### config.mk
export PLATFORM = sky130hd
export DESIGN_NAME = sig_selftest_engine
export DESIGN_NICKNAME = d
export VERILOG_FILES = /design/src/rtl/stpe_pkg.sv /design/src/rtl/stpe_ctrl.sv /design/src/rtl/stpe_dp.sv /design/src/rtl/sig_selftest_engine.sv
export SDC_FILE = /design/constraint.sdc
export NUM_CORES = 1
export LEC_CHECK = 0
export BUFFER_PORTS_ARGS = -buffer_cell sky130_fd_sc_hd__clkbuf_2
export CORE_UTILIZATION = 42
export CTS_CLUSTER_SIZE = 24
export DETAILED_ROUTE_END_ITERATION = 8
export PLACE_DENSITY_LB_ADDON = 0.25
export RECOVER_POWER = 50
export SYNTH_ARGS = -nofsm -noshare
export SYNTH_HDL_FRONTEND = slang
export SYNTH_HIERARCHICAL = 1
export SYNTH_SLANG_ARGS = --single-unit
### constraint.sdc
create_clock -name clk -period 4.4 [get_ports clk]
set_input_delay 0.22 -clock clk [delete_from_list [all_inputs] [get_ports clk]]
set_output_delay 0.22 -clock clk [all_outputs]
set_load 0.02 [all_outputs]
### src/rtl/stpe_pkg.sv
package stpe_pkg;

  // status word: upper bits forced to one, four flags in the low nibble
  localparam int unsigned STAT_W = 8;
  localparam int unsigned FLAG_W = 4;

  typedef enum logic [1:0] {
    ST_IDLE = 2'd0,
    ST_STEP = 2'd1,
    ST_CAPT = 2'd2,
    ST_FIN  = 2'd3
  } stpe_state_t;

  typedef struct packed {
    logic loadCfg;   // latch configuration buses
    logic init;      // seed generator, clear signature and verdict
    logic step;      // advance generator
    logic capture;   // fold response into signature
    logic evalPass;  // form the verdict on this cycle
  } stpe_strobe_t;

endpackage

### src/rtl/stpe_ctrl.sv
module stpe_ctrl
  import stpe_pkg::*;
#(
  parameter int unsigned CNT_W = 16
) (
  input  logic             clk,
  input  logic             rstN,
  input  logic             cfgLoad,
  input  logic             start,
  input  logic [CNT_W-1:0] countQ,
  output stpe_strobe_t     stb,
  output logic             busy,
  output logic             done,
  output logic             patValid
);

  stpe_state_t      stateQ, stateNxt;
  logic [CNT_W-1:0] remQ;
  logic             countIsZero;

  assign countIsZero = (countQ == '0);

  always_comb begin
    stb      = '0;
    stateNxt = stateQ;
    unique case (stateQ)
      ST_IDLE: begin
        stb.loadCfg = cfgLoad & ~start;
        if (start) begin
          stb.init = 1'b1;
          if (countIsZero) begin
            stb.evalPass = 1'b1;
            stateNxt     = ST_FIN;
          end else begin
            stateNxt = ST_STEP;
          end
        end
      end
      ST_STEP: begin
        stb.step = 1'b1;
        stateNxt = ST_CAPT;
      end
      ST_CAPT: begin
        stb.capture = 1'b1;
        if (remQ == {{(CNT_W-1){1'b0}}, 1'b1}) begin
          stb.evalPass = 1'b1;
          stateNxt     = ST_FIN;
        end else begin
          stateNxt = ST_STEP;
        end
      end
      default: stateNxt = ST_IDLE;
    endcase
  end

  always_ff @(posedge clk or negedge rstN) begin
    if (!rstN) begin
      stateQ <= ST_IDLE;
      remQ   <= '0;
    end else begin
      stateQ <= stateNxt;
      if (stateQ == ST_IDLE && start) begin
        remQ <= countQ;
      end else if (stateQ == ST_CAPT) begin
        remQ <= remQ - {{(CNT_W-1){1'b0}}, 1'b1};
      end
    end
  end

  assign busy     = (stateQ == ST_STEP) || (stateQ == ST_CAPT);
  assign done     = (stateQ == ST_FIN);
  assign patValid = (stateQ == ST_CAPT);

  // completion strobe never lasts two cycles
  p_done_pulse_r7: assert property (@(posedge clk) disable iff (!rstN)
    done |=> !done);

  // a generator step is only taken while patterns remain
  p_rem_live_r5: assert property (@(posedge clk) disable iff (!rstN)
    (stateQ == ST_STEP) |-> (remQ != '0));

endmodule

### src/rtl/stpe_dp.sv
module stpe_dp
  import stpe_pkg::*;
#(
  parameter int unsigned GEN_W  = 8,
  parameter int unsigned DATA_W = 8,
  parameter int unsigned CNT_W  = 16,
  parameter int unsigned SIG_W  = DATA_W + STAT_W,
  parameter logic [SIG_W-1:0] SIG_POLY = 'h002D
) (
  input  logic              clk,
  input  logic              rstN,
  input  stpe_strobe_t      stb,
  input  logic [GEN_W-1:0]  cfgSeed,
  input  logic [GEN_W-1:0]  cfgMask,
  input  logic [CNT_W-1:0]  cfgCount,
  input  logic [SIG_W-1:0]  cfgExpect,
  input  logic [DATA_W-1:0] respData,
  input  logic              respOvf,
  input  logic              respCarry,
  input  logic              respZero,
  input  logic              respNeg,
  output logic [GEN_W-1:0]  patOut,
  output logic [CNT_W-1:0]  countQ,
  output logic              pass,
  output logic              cfgErr
);

  localparam int unsigned PAD_W = STAT_W - FLAG_W;

  logic [GEN_W-1:0] seedQ, maskQ, genQ, genNxt, tapProd;
  logic [SIG_W-1:0] expQ, misrQ, misrNxt, respWord, fbWord;
  logic             fbBit, passQ;

  // masked taps, one AND per state bit
  for (genvar g = 0; g < GEN_W; g++) begin : g_tap
    assign tapProd[g] = maskQ[g] & genQ[g];
  end

  assign fbBit  = ^tapProd;
  assign genNxt = {fbBit, genQ[GEN_W-1:1]};

  assign respWord = {{PAD_W{1'b1}}, respOvf, respCarry, respZero, respNeg, respData};
  assign fbWord   = misrQ[SIG_W-1] ? SIG_POLY : '0;
  assign misrNxt  = {misrQ[SIG_W-2:0], 1'b0} ^ fbWord ^ respWord;

  always_ff @(posedge clk or negedge rstN) begin
    if (!rstN) begin
      seedQ  <= '0;
      maskQ  <= '0;
      countQ <= '0;
      expQ   <= '0;
      genQ   <= '0;
      misrQ  <= '0;
      passQ  <= 1'b0;
    end else begin
      if (stb.loadCfg) begin
        seedQ  <= cfgSeed;
        maskQ  <= cfgMask;
        countQ <= cfgCount;
        expQ   <= cfgExpect;
      end
      if (stb.init) begin
        genQ <= seedQ;
      end else if (stb.step) begin
        genQ <= genNxt;
      end
      if (stb.init) begin
        misrQ <= '0;
        passQ <= stb.evalPass && (expQ == '0);
      end else if (stb.capture) begin
        misrQ <= misrNxt;
        if (stb.evalPass) begin
          passQ <= (misrNxt == expQ);
        end
      end
    end
  end

  assign patOut = genQ;
  assign pass   = passQ;
  assign cfgErr = (maskQ == '0);

  // a step is a right shift with the masked parity entering on top
  p_lfsr_shift_r4: assert property (@(posedge clk) disable iff (!rstN)
    stb.step |=> (genQ[GEN_W-2:0] == $past(genQ[GEN_W-1:1]))
                 && (genQ[GEN_W-1] == ^($past(genQ) & $past(maskQ))));

  // the signature moves only on capture or init cycles
  p_misr_hold_r6: assert property (@(posedge clk) disable iff (!rstN)
    (!stb.capture && !stb.init) |=> $stable(misrQ));

endmodule

### src/rtl/sig_selftest_engine.sv
module sig_selftest_engine
  import stpe_pkg::*;
#(
  parameter int unsigned GEN_W  = 8,
  parameter int unsigned DATA_W = 8,
  parameter int unsigned CNT_W  = 16,
  parameter logic [DATA_W+STAT_W-1:0] SIG_POLY = 'h002D
) (
  input  logic                     clk,
  input  logic                     rstN,
  input  logic                     cfgLoad,
  input  logic [GEN_W-1:0]         cfgSeed,
  input  logic [GEN_W-1:0]         cfgMask,
  input  logic [CNT_W-1:0]         cfgCount,
  input  logic [DATA_W+STAT_W-1:0] cfgExpect,
  input  logic                     start,
  output logic                     busy,
  output logic                     done,
  output logic                     pass,
  output logic                     cfgErr,
  output logic [GEN_W-1:0]         patOut,
  output logic                     patValid,
  input  logic [DATA_W-1:0]        respData,
  input  logic                     respOvf,
  input  logic                     respCarry,
  input  logic                     respZero,
  input  logic                     respNeg
);

  localparam int unsigned SIG_W = DATA_W + STAT_W;

  stpe_strobe_t     stb;
  logic [CNT_W-1:0] countQ;

  stpe_ctrl #(.CNT_W(CNT_W)) u_ctrl (
    .clk      (clk),
    .rstN     (rstN),
    .cfgLoad  (cfgLoad),
    .start    (start),
    .countQ   (countQ),
    .stb      (stb),
    .busy     (busy),
    .done     (done),
    .patValid (patValid)
  );

  stpe_dp #(
    .GEN_W    (GEN_W),
    .DATA_W   (DATA_W),
    .CNT_W    (CNT_W),
    .SIG_W    (SIG_W),
    .SIG_POLY (SIG_POLY)
  ) u_dp (
    .clk       (clk),
    .rstN      (rstN),
    .stb       (stb),
    .cfgSeed   (cfgSeed),
    .cfgMask   (cfgMask),
    .cfgCount  (cfgCount),
    .cfgExpect (cfgExpect),
    .respData  (respData),
    .respOvf   (respOvf),
    .respCarry (respCarry),
    .respZero  (respZero),
    .respNeg   (respNeg),
    .patOut    (patOut),
    .countQ    (countQ),
    .pass      (pass),
    .cfgErr    (cfgErr)
  );

  // stored configuration cannot change during a run
  p_cfg_hold_r2: assert property (@(posedge clk) disable iff (!rstN)
    busy |=> $stable(countQ));

  // start from idle always leaves idle on the next cycle
  p_start_busy_r3: assert property (@(posedge clk) disable iff (!rstN)
    (start && !busy && !done) |=> (busy || done));

  // a pattern is only presented inside a run
  p_valid_busy_r5: assert property (@(posedge clk) disable iff (!rstN)
    patValid |-> busy);

endmodule

==> impl_metrics.env, run 1 <==
export IMPL_gp_routability_congestion=0.809
export IMPL_cp_cell_sequence="inv_1 -> ha_1 -> buf_4 -> nor4b_4 -> and3_2 -> a32o_1 -> nor4b_1 -> nand4_1 -> nor4_1 -> a21oi_1 -> o31ai_2"
export IMPL_ys_warn_count=6
export IMPL_internal_power_uw=1340
export IMPL_core_rowCount=37
export IMPL_yosysTopAreaCell="dfrtp_1"
export IMPL_diodes=0
export IMPL_antenna_found_initial=0
export IMPL_fin_worst_skew_ns=0.0131
export IMPL_maxSlewViolCount=50
export IMPL_clock_sinks=91
export IMPL_clockPowerShare=0.287
export IMPL_io_pins=77
export IMPL_clk_path_buf_depth=2
export IMPL_grt_max_degree=50
export IMPL_stdcell_area_um2=5110
export IMPL_period_share=0.662
export IMPL_area_growth_syn_to_layout_pct=14.6
export IMPL_critical_path_startpoint_type="flip-flop"
export IMPL_die_area_um2=11000
export IMPL_cts_repair_resized=0
export IMPL_violations="max-capacitance violations, max-slew violations"
export IMPL_power_share_sequential=0.531
export IMPL_yosysTopAreaCellShare=0.510
export IMPL_vias_per_cell=5.13
export IMPL_postRouteAntennaNets=0
export IMPL_regArea_um2=2280
export IMPL_wire_per_inst_um=15.0
export IMPL_synth_edf_count=0
export IMPL_tightest_slew_ns=2.57
export IMPL_grt_pass1_wl_mm=15.4
export IMPL_end_kind="flip-flop"
export IMPL_ys_seq_elements=91
export IMPL_fmaxAchievable_mhz=343
export IMPL_hold_viol_final=0
export IMPL_drive_gt1_frac=0.297
export IMPL_drv_cap=1
export IMPL_via_count=3083
export IMPL_htreeDepth=3
export IMPL_numPortBuffers=76
export IMPL_grt_overflow_total=0
export IMPL_hold_class="input pin to flip-flop"
export IMPL_final_common_cell="dfrtp_1"
export IMPL_status="finished with violations"
export IMPL_syn_nets=459
export IMPL_core_area_um2=10300
export IMPL_syn_inst=389
export IMPL_placed_cell_area_um2=4950
export IMPL_final_cell_mix="dfrtp_1, clkbuf_2, mux2_2"
export IMPL_path_max_fanout=38
export IMPL_start_util=0.432
export IMPL_cp_data_required_time_ns=4.68
export IMPL_hold_slack_ns=0.0817
export IMPL_finalSetupTns_ns=0
export IMPL_synthArstFlopShare=1.00
export IMPL_setup_violations=0
export IMPL_ys_flop_type="dfrtp_1"
export IMPL_power_density_nw_per_um2=362
export IMPL_drc_errors=0
export IMPL_n_fill_cell=966
export IMPL_power_share_switching=0.274
export IMPL_grtUsageTotal=0.179
export IMPL_multi_input_area_um2=2070
export IMPL_root_buffer="clkbuf_8"
export IMPL_synth_area_leaders="dfrtp_1, mux2_2, xnor2_1"
export IMPL_pwr_share_comb=0.182
export IMPL_cp_slowest_cell="nor4b_4"
export IMPL_drt_first_pass_iters=4
export IMPL_path_clk_slew_ns=0.09
export IMPL_drt_iter0_drc=61
export IMPL_numCtsBuffers=9
export IMPL_syn_area_per_cell_um2=11.5
export IMPL_yosysSeqAreaShare=0.510
export IMPL_clock_latency_ns=0.36
export IMPL_nets=531
export IMPL_p_leak_uw=0.00236
export IMPL_die_h_um=105
export IMPL_switchingPower_uw=506
export IMPL_min_period_ns=2.91
export IMPL_ir_drop_mv=0.199
export IMPL_grt_pass1_vias=3113
export IMPL_totalWireLength_mm=9.03
export IMPL_die_w_um=105
export IMPL_cts_tree="yes"
export IMPL_synth_cell_type_count=46
export IMPL_arrival_ns=3.20
export IMPL_slew_headroom=-0.711
export IMPL_setup_worst_path_class="flip-flop to flip-flop"
export IMPL_rsz0062_at_grt="false"
export IMPL_dp_hpwl_mm=6.55
export IMPL_synth_cell_area_um2=4460
export IMPL_critPathMaxStageDelay_ns=0.54
==> registers in the layout (all words and copies together) (netlist names) <==
name and count:
u_ctrl/remQ 16, u_ctrl/stateQ 2, u_dp/countQ 16, u_dp/expQ 16, u_dp/maskQ 8, u_dp/misrQ 16, u_dp/pass 1, u_dp/patOut 8
u_dp/seedQ 8
==> power by group through the flow <==
stage                     combinational [uW]  clock (uW)  sequential (uW)
after detailed placement                 341           0              996
after global placement                   330           0              996
after floorplan                          268           0              971
after global routing                     382         585              992
after CTS                                342         554              981
final                                    337         531              981
==> worst max-delay path: cells and delay by family (launching register included) <==
kind	cells	cell delay (ns)
fa+ha+maj	1	0.15
compound gates	3	0.38
flops	1	0.41
simple gates	5	1.42
buf+inv	2	0.46
==> cell usage after synthesis, drive strengths merged (6+ instances only) <==
cell type  number
a211oi         12
buf             9
clkbuf         10
dfrtp          91
ha              6
inv             7
mux2           49
mux2i          13
nand2          37
nand4           9
nor2           27
nor4           11
o21ai          22
xnor2          32
xor2           18
==> cell families (layout without fill, tap and decap cells) <==
group	count (synthesis)	in the layout	share of synthesized area
flops	91	91	0.510
fa+ha+maj	6	6	0.0168
simple gates	110	110	0.132
buf+inv	26	102	0.0266
compound gates	44	44	0.0628
mux	62	62	0.153
xor+xnor	50	50	0.0981
==> through the flow <==
step           std cells  setup slack [ns]  utilization  power, uW
2_1_floorplan        389              1.91            -       1240
3_3_place_gp         585              1.63        0.479       1330
3_5_place_dp         585              1.49        0.479       1340
4_1_cts              601              1.47        0.497       1880
5_1_grt              601             0.933        0.495       1960
6_report             601              1.49        0.495       1850
==> routing by layer <==
metal  track usage  part of all wire  vias up
met2         0.273              0.47       59
met3        0.0530             0.036       10
met1         0.245              0.48     1510
met4        0.0563             0.014        0
met5             0                 0        -
li1              -                 -     1504
==> path summary, 6_finish.rpt <==
kind / from / end / slack, ns / cells after the start
min in group asynchronous: rstN / u_dp/expQ[13] / 1.19 / 2
worst min register to register: u_dp/seedQ[5] / u_dp/patOut[5] / 0.49 / 2
max in group asynchronous: rstN / u_dp/patOut[7] / 1.54 / 3
worst min-delay path: cfgSeed[0] / u_dp/seedQ[0] / 0.08 / 2
worst max-delay path: u_ctrl/stateQ[0] / u_dp/pass / 1.49 / 11
worst max register to register: u_ctrl/stateQ[0] / u_dp/pass / 1.49 / 11
==> repair_timing <==
action                                 in CTS  in global routing
setup buffers                               0                  0
hold buffers                                1                  0
endpoints found under the hold margin      48                  0
==> final cells by class <==
class / instances / share of cell area
Sequential cell: 91 / 0.445
Multi-Input combinational cell: 272 / 0.404
Timing Repair Buffer: 80 / 0.0780
Tap cell: 136 / 0.0333
Clock buffer: 12 / 0.0264
Clock inverter: 3 / 0.00783
Inverter: 7 / 0.00514
Note: power is estimated with default switching activity, not from simulation.
==> run 2, diff against run 1 <==
==> constraint.sdc (replaced) <==
create_clock -name clk -period 2.8 [get_ports clk]
set_input_delay 0.14 -clock clk [delete_from_list [all_inputs] [get_ports clk]]
set_output_delay 0.14 -clock clk [all_outputs]
set_load 0.02 [all_outputs]
==> run 2 against run 1 <==
Critical path depth shrank 4; critical endpoint unchanged; count of clock-buffer cells in the layout shrank 2; die area is the same; sequential cell count is the same; sequential power grew 57%; the run now ends clean; highest routed layer unchanged; first-iteration DRC count grew 120%; design area grew 7.1%; clock skew shrank 0.00058 ns; utilization grew 3.5 points.
==> impl_metrics.env, run 2 (synthesized netlist as in run 1, its figures left out) <==
export IMPL_clock_latency_ns=0.36
export IMPL_drt_iter0_drc=133
export IMPL_antenna_found_initial=0
export IMPL_critical_path_buf_inv_count=0
export IMPL_dp_hpwl_mm=6.62
export IMPL_busiest_layer="met2"
export IMPL_maxSlewViolCount=0
export IMPL_gp_routability_congestion=0.847
export IMPL_path_clk_slew_ns=0.09
export IMPL_min_period_ns=2.30
export IMPL_start_util=0.432
export IMPL_reg2reg_from="u_ctrl/remQ[13]"
export IMPL_hold_slack_ns=0.0166
export IMPL_total_power_uw=2990
export IMPL_period_share=0.821
export IMPL_fin_cells=635
export IMPL_ff2ff_setup_slack_ns=0.50
export IMPL_rsz0062_at_grt="false"
export IMPL_drc_errors=0
export IMPL_totalWireLength_mm=9.36
export IMPL_cp_cell_sequence="or4_1 -> nor2_1 -> a32o_1 -> nand2_1 -> nor4_4 -> nand4_1 -> o31ai_2"
export IMPL_end_kind="flip-flop"
export IMPL_grtUsageMet3=0.0487
export IMPL_r2r_cells=7
export IMPL_power_density_nw_per_um2=547
export IMPL_cp_endpoint="u_dp/pass"
export IMPL_die_h_um=105
export IMPL_wire_per_inst_um=14.7
export IMPL_fin_worst_skew_ns=0.0126
export IMPL_area_growth_syn_to_layout_pct=22.8
export IMPL_grt_pass1_vias=3349
export IMPL_hold_class="input pin to flip-flop"
export IMPL_via_count=3193
export IMPL_cp_depth=7
export IMPL_vias_per_cell=5.03
export IMPL_dp_cells=589
export IMPL_drt_first_pass_iters=4
export IMPL_diodes=0
export IMPL_cts_setup_buffers=0
export IMPL_drv_cap=0
export IMPL_htreeDepth=3
export IMPL_path_max_fanout=4
export IMPL_hold_viol_final=0
export IMPL_arrival_ns=2.58
export IMPL_critPathTopFamily="simple AND/OR/NAND/NOR gates"
export IMPL_grt_pass1_wl_mm=16.2
export IMPL_io_pins=77
export IMPL_setup_violations=0
export IMPL_setup_worst_path_class="flip-flop to flip-flop"
export IMPL_slew_headroom=0.171
export IMPL_use_met1=0.236
export IMPL_core_rowCount=37
export IMPL_fmaxAchievable_mhz=435
export IMPL_clk_path_buf_depth=2
export IMPL_numCtsBuffers=9
export IMPL_grtUsageTotal=0.188
export IMPL_ir_drop_mv=0.291
export IMPL_critPathMaxStageDelay_ns=0.57
export IMPL_tightest_slew_ns=1.24
export IMPL_critical_path_startpoint_type="flip-flop"
export IMPL_r2r_end="u_dp/pass"
export IMPL_core_area_um2=10300
export IMPL_use_met2=0.317
export IMPL_clock_sinks=91
export IMPL_nets=565
export IMPL_die_area_um2=11000
export IMPL_finalSetupTns_ns=0
export IMPL_cp_slowest_cell="or4_1"
export IMPL_status="finished, final reports clean"
export IMPL_p_leak_uw=0.00251
export IMPL_grt_overflow_total=0
export IMPL_crit_path_start="u_ctrl/remQ[13]"
export IMPL_postRouteAntennaNets=0
export IMPL_die_w_um=105
export IMPL_grt_max_degree=52
export IMPL_cp_data_required_time_ns=3.08
export IMPL_root_buffer="clkbuf_8"
export IMPL_final_cell_mix="dfrtp_1, clkbuf_2, mux2_2"
export IMPL_cts_tree="yes"
export IMPL_final_common_cell="dfrtp_1"
export IMPL_numPortBuffers=76
export IMPL_drive_gt1_frac=0.293
## run 2: changes by cell type in the layout (fill, tap and decap cells not counted), sizes merged
cell	previous run	this run
clkinvlp	0	3
dlygate4sd3	1	31
clkinv	2	0
buf	3	5
inv	7	8
## run 2: area by class of cell
type	instances	area [um^2]
repair buffers	114	738
clock buffers	10	138
flip-flops and latches	91	2280
clock inverters	5	61.3
fillers	945	4850
multi-input cells	272	2070
inverters	7	26.3
well taps	136	170
## run 2: worst min path at each step
stage / start / to / depth (start not counted)
2_1_floorplan: rstN / u_ctrl/remQ[0] / 0
3_3_place_gp: rstN / u_dp/maskQ[2] / 1
3_5_place_dp: rstN / u_dp/maskQ[2] / 1
4_1_cts: cfgExpect[14] / u_dp/expQ[14] / 2
5_1_grt: cfgCount[4] / u_dp/countQ[4] / 2
6_report: cfgExpect[14] / u_dp/expQ[14] / 2
## run 2: per-layer routing
layer,part of all wire,wire length [um],up-vias
li1,-,-,1576
met1,0.44,4130,1540
met2,0.51,4760,68
met4,0.0097,91,0
met5,0,0,-
met3,0.041,380,9
## run 2: where the power goes
part,switching (uW),internal (uW)
combinational,258,300
sequential,109,1430
clock,461,435
total,828,2170
## run 2: stage by stage
step	worst slack, ns	util	instance area [um^2]
after CTS	0.506	0.528	5450
final	0.501	0.531	5480
after detailed placement	0.516	0.483	4990
after global placement	0.601	0.483	4990
after global routing	0.180	0.531	5480
after floorplan	0.314	-	4460
## run 2: worst register-to-register path, cell delays in order, from the launching register on
cell and delay [ns]:
dfrtp_1 0.40, or4_1 0.57, nor2_1 0.24, a32o_1 0.27
nand2_1 0.12, nor4_4 0.26, nand4_1 0.13, o31ai_2 0.24
## run 2: repair_timing
item                                   4_1_cts  5_1_grt
resized for setup                            0        0
endpoints found under the hold margin       74        5
hold buffers                                26        5
